**config.mk**
```make
export PLATFORM = sky130hd
export DESIGN_NAME = sar_lj_bridge
export DESIGN_NICKNAME = d
export VERILOG_FILES = /design/src/rtl/sar_lj_bridge.sv
export SDC_FILE = /design/constraint.sdc
export NUM_CORES = 1
export LEC_CHECK = 0
export ABC_AREA = 1
export ABC_CLOCK_PERIOD_IN_PS = 2340
export BUFFER_PORTS_ARGS = -buffer_cell sky130_fd_sc_hd__buf_2
export CAP_MARGIN = 20
export CORE_MARGIN = 8
export CORE_UTILIZATION = 55
export CTS_CLUSTER_DIAMETER = 100
export CTS_CLUSTER_SIZE = 25
export DETAILED_ROUTE_END_ITERATION = 12
export GPL_ROUTABILITY_DRIVEN = 1
export PLACE_DENSITY_LB_ADDON = 0.12
export SLEW_MARGIN = 20
export SYNTH_ARGS = -nofsm -noshare
export SYNTH_HDL_FRONTEND = slang
export SYNTH_SLANG_ARGS = --single-unit
```
**constraint.sdc**
```tcl
create_clock -name mclk -period 2.34 [get_ports mclk]
set_clock_uncertainty 0.15 [all_clocks]
set_input_delay 0 -clock mclk [delete_from_list [all_inputs] [get_ports mclk]]
set_output_delay 0 -clock mclk [all_outputs]
set_load 0.01 [all_outputs]
```
**src/rtl/sar_lj_bridge.sv**
```systemverilog
module sar_lj_bridge #(
  parameter int ADC_BITS  = 20,
  parameter int SLOT_BITS = 24,
  parameter int BCLK_DIV  = 2,
  parameter int CNV_HIGH  = 4,
  parameter int CONV_WAIT = 12
) (
  input  logic mclk,
  input  logic rst_n,
  input  logic adc_sdo,
  output logic adc_cnv,
  output logic adc_sck,
  output logic bclk,
  output logic lrck,
  output logic sdata
);
  localparam int CHAIN_BITS = 2 * ADC_BITS;
  localparam int FRAME_BITS = 2 * SLOT_BITS;
  localparam int FRAME_M    = FRAME_BITS * BCLK_DIV;
  localparam int PAD        = SLOT_BITS - ADC_BITS;
  localparam int MW         = $clog2(FRAME_M);
  localparam int PW         = $clog2(BCLK_DIV);
  localparam int BW         = $clog2(FRAME_BITS);

  logic [MW-1:0] mc;
  logic [PW-1:0] ph;
  logic [BW-1:0] bidx;
  logic [MW-1:0] step;
  logic [BW-1:0] sel;
  logic [CHAIN_BITS-1:0] cap;
  logic [FRAME_BITS-1:0] out_word;
  logic rd_act, sck_n, ph_last, frame_last;

  assign ph_last    = ph == PW'(BCLK_DIV - 1);
  assign frame_last = mc == MW'(FRAME_M - 1);
  assign step       = mc - MW'(CONV_WAIT);
  assign rd_act     = (mc >= MW'(CONV_WAIT)) && (mc < MW'(CONV_WAIT + 2 * CHAIN_BITS));
  assign sck_n      = rd_act && !step[0];
  assign sel        = BW'(FRAME_BITS - 1) - bidx;

  always_ff @(posedge mclk or negedge rst_n) begin
    if (!rst_n) begin
      mc   <= '0;
      ph   <= '0;
      bidx <= '0;
    end else begin
      mc <= frame_last ? '0 : mc + 1'b1;
      ph <= ph_last ? '0 : ph + 1'b1;
      if (ph_last) bidx <= (bidx == BW'(FRAME_BITS - 1)) ? '0 : bidx + 1'b1;
    end
  end

  always_ff @(posedge mclk or negedge rst_n) begin
    if (!rst_n) begin
      cap      <= '0;
      out_word <= '0;
    end else begin
      if (sck_n) cap <= {cap[CHAIN_BITS-2:0], adc_sdo};
      if (frame_last)
        out_word <= {cap[CHAIN_BITS-1 -: ADC_BITS], {PAD{1'b0}},
                     cap[ADC_BITS-1:0], {PAD{1'b0}}};
    end
  end

  always_ff @(posedge mclk or negedge rst_n) begin
    if (!rst_n) begin
      adc_cnv <= 1'b0;
      adc_sck <= 1'b0;
      bclk    <= 1'b1;
      lrck    <= 1'b1;
      sdata   <= 1'b0;
    end else begin
      adc_cnv <= mc < MW'(CNV_HIGH);
      adc_sck <= sck_n;
      bclk    <= ph >= PW'(BCLK_DIV / 2);
      lrck    <= bidx >= BW'(SLOT_BITS);
      sdata   <= out_word[sel];
    end
  end
endmodule


```
* Word level (Yosys, flattened, before mapping)
Index checks and enable logic that the tools add are counted.
Widths: inputs -> output; s select.
** Word-level totals
- Register bits :: 99
- Input bits :: 3
- Word-level logic and storage cells :: 31
** Operators by class
- Add/sub/neg operators :: 5
- Magnitude comparators :: 6
- Eq/ne operators :: 2
- Multiplexer cells :: 5
- Reductions and logical operators :: 3
** Operator list (number)
- $add 7x1->7 const B :: 1
- $eq 7x7->1 const B :: 1
- $ge 7x4->1 const B :: 1
- $lt 6x7->1 const B :: 1
- $lt 7x3->1 const B :: 1
- $lt 7x7->1 const B :: 1
- $mux 7 :: 1
- $add 6x1->6 const B :: 1
- $bmux 1 s6 :: 1
- $eq 6x6->1 const B :: 1
- $ge 6x5->1 const B :: 1
- $mux 6 :: 1
- $sub 6x6->6 const A :: 1
- $logic_and 1x1->1 :: 2
- $mux 1 :: 2
- $add 1x1->1 const B :: 1
- $ge 1x1->1 const B :: 1
- $logic_not 1->1 :: 1
- $sub 1x1->1 const B :: 1

* Depth between registers and ports, before layout
- Depth in word-level cells :: 3
- Depth in mapped cells :: 11
- Depth with buffers taken out :: 10

* Least setup slack after synthesis
OpenSTA, ideal clock, no wires.
- Kind :: reg2reg
- Start :: register mc[0]
- End :: register out_word[12]
- Library setup time :: 0.127 ns
- Arrival :: 1.484 ns
- Data required time :: 2.063 ns
- Setup slack :: 0.578 ns
- Stages on the path, launching flop included :: 8
- Buffers on the path :: 1
- Cell sequence :: dfrtp_1 -> ha_1 -> nand3_2 -> nor2_2 -> nand2_2 -> nor2_4 -> buf_6 -> mux2_1
** Between the ends
- Longest elaborated chain between the ends :: 1
** Ends and longest elaborated chain
- start: declaration :: RTL line 25 : logic [MW-1:0] mc;
- start signal: assignment :: RTL line 47 : mc <= frame_last ? '0 : mc + 1'b1;
- $eq 7x7->1 :: RTL line 35 : assign frame_last = mc == MW'(FRAME_M - 1);
- end signal: assignment :: RTL line 60 : out_word <= {cap[CHAIN_BITS-1 -: ADC_BITS], {PAD{1'b0}},
- end: declaration :: RTL line 31 : logic [FRAME_BITS-1:0] out_word;
Every way passes these cells.
A chain may end at the register's enable or synchronous reset.

* Worst setup path in the final report
- Start :: register mc[0]
- End :: register out_word[18]
The elaborated chain is that of the path after synthesis.

==> metrics.md <==
| Metric | Value |
|---|---|
| Fin cells | `603` |
| WL/cell | `13.24 µm` |
| WP data required | `2.43 ns` |
| Placed Area | `0.004427 mm²` |
| Syn_nets | `496` |
| First-pass GRT wire length | `14.37 mm` |
| Run status | `finished, final reports clean` |
| Clock Pin Slew Worst Setup and Hold Paths | `0.09 ns` |
| Dpl hpwl | `5.056 mm` |
| Total Wirelength | `7.986 mm` |
| Yosys warnings | `0` |
| Clk_lat worst skew | `0.36 ns` |
| TritonRoute pass-1 iters | `5` |
| Library cells used by synthesis | `27` |
| Reg area | `0.002480 mm²` |
| Setup violators final | `0` |
| Dominant synthesized flop cell | `dfrtp_1` |
| Leak Pwr | `0.002383 µW` |
| Syn Area/Cell | `8.774 µm²` |
| Vias in the first global route | `3042` |
| Clock Tree Root | `clkbuf_8` |
| Crit path DAT | `2.10 ns` |
| Worst setup SP type | `flip-flop` |
| Layout area overhead | `8.679%` |
| Die ar. | `0.01086 mm²` |
| Pins Over Slew Limit | `0` |
| Top cell type's share of synthesized area | `56.69%` |
| Core area | `0.007647 mm²` |
| GRT Overall Usage | `16.15%` |
| Cell with the most instances after synthesis | `nand2_1` |
| Reg2Reg Depth | `7` |
| Hold_ws | `0.03562 ns` |
| Sink Count | `99` |
| CP max FO | `70` |
| Placed cell count | `586` |
| Seq/Total Area, Yosys | `57.92%` |
| Async set-reset flop share out of synthesis | `100.0%` |
| CTS tree | `done` |
| Crit-path cells | `ha_1 -> nand3_2 -> nor2_2 -> nand2_2 -> nor2_4 -> buf_12 -> mux2_1` |
| Slowest cell delay on critical path | `0.39 ns` |
| Setup bufs post-CTS | `0` |
| Final instance area | `0.004653 mm²` |
| Initial drt markers | `111` |
| VDD IR-drop max | `0.3616 mV` |
| Initial antenna violation count | `0` |
| Slowest cell on the critical path | `dfrtp_1` |
| Largest net degree at the start of global routing | `71` |
| Die X | `104.2 µm` |
| RR Endpoint | `out_word[18]` |
| Netlist Area Pre-Place | `0.004282 mm²` |
| Clock Path Buffers | `2` |
| Via count | `3045` |
| Family with the most delay on the worst path | `simple AND/OR/NAND/NOR gates` |
| Input/output buffers | `7` |
| Gpl congestion | `0.8130` |
| Synth cell count leaders | `nand2_1, dfrtp_1, inv_1` |
| Ports | `8` |
| Synth area leaders | `dfrtp_1, nand2_1, o21ai_0` |
| Reg-to-reg slack, setup | `0.34 ns` |
| Vias/cell | `5.050` |
| Fillers | `663` |
| H-tree Lvls | `3` |
| Power per cell area | `636.1 mW/mm²` |
| Fmax | `499.5 MHz` |
| RSZ-0062 raised after global routing | `no` |
| Detail Route Antenna Nets | `0` |
| Max-cap violations | `0` |
| Fin crit period | `2.002 ns` |
| Syn Inst Count | `488` |
| Footprint of the multi-input gates | `0.001490 mm²` |
| Final worst path period share | `85.56%` |
| Slew @ Worst Pin | `0.6027 ns` |
| Kind of critical path | `flip-flop to flip-flop` |
| Total grt overflow | `0` |
| Worst Hold Class | `input port to asynchronous set/reset pin` |
| Final hold vios | `0` |
| Yosys top cell by area | `dfrtp_1` |
| Share of cells above drive strength 1 | `8.184%` |
| # diodes | `0` |
| Cts bufs inserted | `9` |
| # DRC | `0` |
| Initial Utilization | `55.99%` |
| FF-to-FF Start | `mc[0]` |
| Number of synthesized register bits | `99` |
| Setup TNS | `0 ns` |
| Slew headroom | `59.82%` |
| Die H | `104.2 µm` |
| # nets final | `505` |
| Worst setup EP type | `flip-flop` |
| EDFF count, synth | `0` |
| CP Buf/Inv Count | `1` |
| # rows | `32` |
==> sequential cells by signal (all words and copies together) (netlist names) <==
signal	flops
adc_sck	1
cap	40
bclk	1
lrck	1
bidx	6
out_word	40
sdata	1
mc	7
adc_cnv	1
ph	1
==> per-layer routing <==
layer  track usage [%]  wire (µm)  share of wire [%]
met5                 0          0                  0
met4             6.929        129                1.6
met3             2.974        205                2.6
met2             25.07       3676                 46
met1             21.70       3974                 50
==> worst register-to-register path: stages (launching register included) <==
cell	delay, ns
dfrtp_1	0.39
ha_1	0.21
nand3_2	0.11
nor2_2	0.15
nand2_2	0.10
nor2_4	0.11
buf_12	0.27
mux2_1	0.39
==> final cells by class <==
class | count | area share (%)
Sequential cell | 99 | 53.29
Multi-Input combinational cell | 318 | 32.02
Inverter | 49 | 3.953
Timing Repair Buffer | 20 | 3.549
Clock buffer | 10 | 2.743
Tap cell | 102 | 2.743
Clock inverter | 5 | 1.694
==> how the worst max path moves through the flow <==
stage / slack, ns / depth (start not counted) / startpoint / to
final: 0.34 / 7 / mc[0] / out_word[18]
after CTS: 0.33 / 7 / mc[0] / out_word[18]
after detailed placement: 0.33 / 7 / mc[0] / out_word[18]
after global placement: 0.41 / 7 / mc[0] / out_word[16]
after floorplan: 0.58 / 7 / mc[0] / out_word[12]
after global routing: 0.20 / 7 / mc[0] / out_word[18]
==> repair_timing <==
action	in CTS	in global routing
hold buffers	2	0
hold endpoints to repair	86	0
resized for setup	0	0
==> cell families after synthesis <==
family	count (synthesis)	synth area share [%]
AOI/OAI and AO/OA	55	6.780
and+or+nand+nor	243	22.79
xor gates and xnor gates	3	0.6138
adders and majority gates	5	1.461
muxes	12	3.156
DFF	99	57.92
buffers and inverters	71	7.276
==> cell usage in the layout, fill, tap and decap left out <==
cell / instances
o21ai_1: 1
clkinv_2: 2
dfstp_2: 2
nand2_2: 1
buf_12: 2
o22ai_1: 1
dfrtp_1: 97
nor2_4: 1
buf_4: 10
buf_2: 6
nor3b_1: 1
ha_1: 5
clkinv_4: 1
nor2_2: 1
clkbuf_1: 1
o211ai_1: 5
nand3_1: 19
dlygate4sd3_1: 2
nor2_1: 15
nand2_1: 196
mux2_1: 12
clkbuf_8: 9
xor2_1: 3
bufinv_16: 2
nand4_1: 2
inv_2: 2
nor3_1: 5
inv_1: 47
a31oi_1: 1
a21oi_1: 11
o21ai_0: 36
nand3_2: 2
==> metrics by stage <==
step                total power [µW]  utilization (%)  worst slack [ns]
floorplan                       1783                -            0.5780
global placement                1830            57.89            0.4131
detailed placement              1832            57.89            0.3346
CTS                             2988            60.85            0.3272
global route                    3069            60.85            0.1952
finish                          2960            60.85            0.3379
==> power by group <==
group	leakage, µW	switching [µW]	internal [µW]
sequential	0.00129	13.8	1730
combinational	0.000983	41.0	16.7
clock	0.000106	567	595
Power figures use the tool's default switching activity.
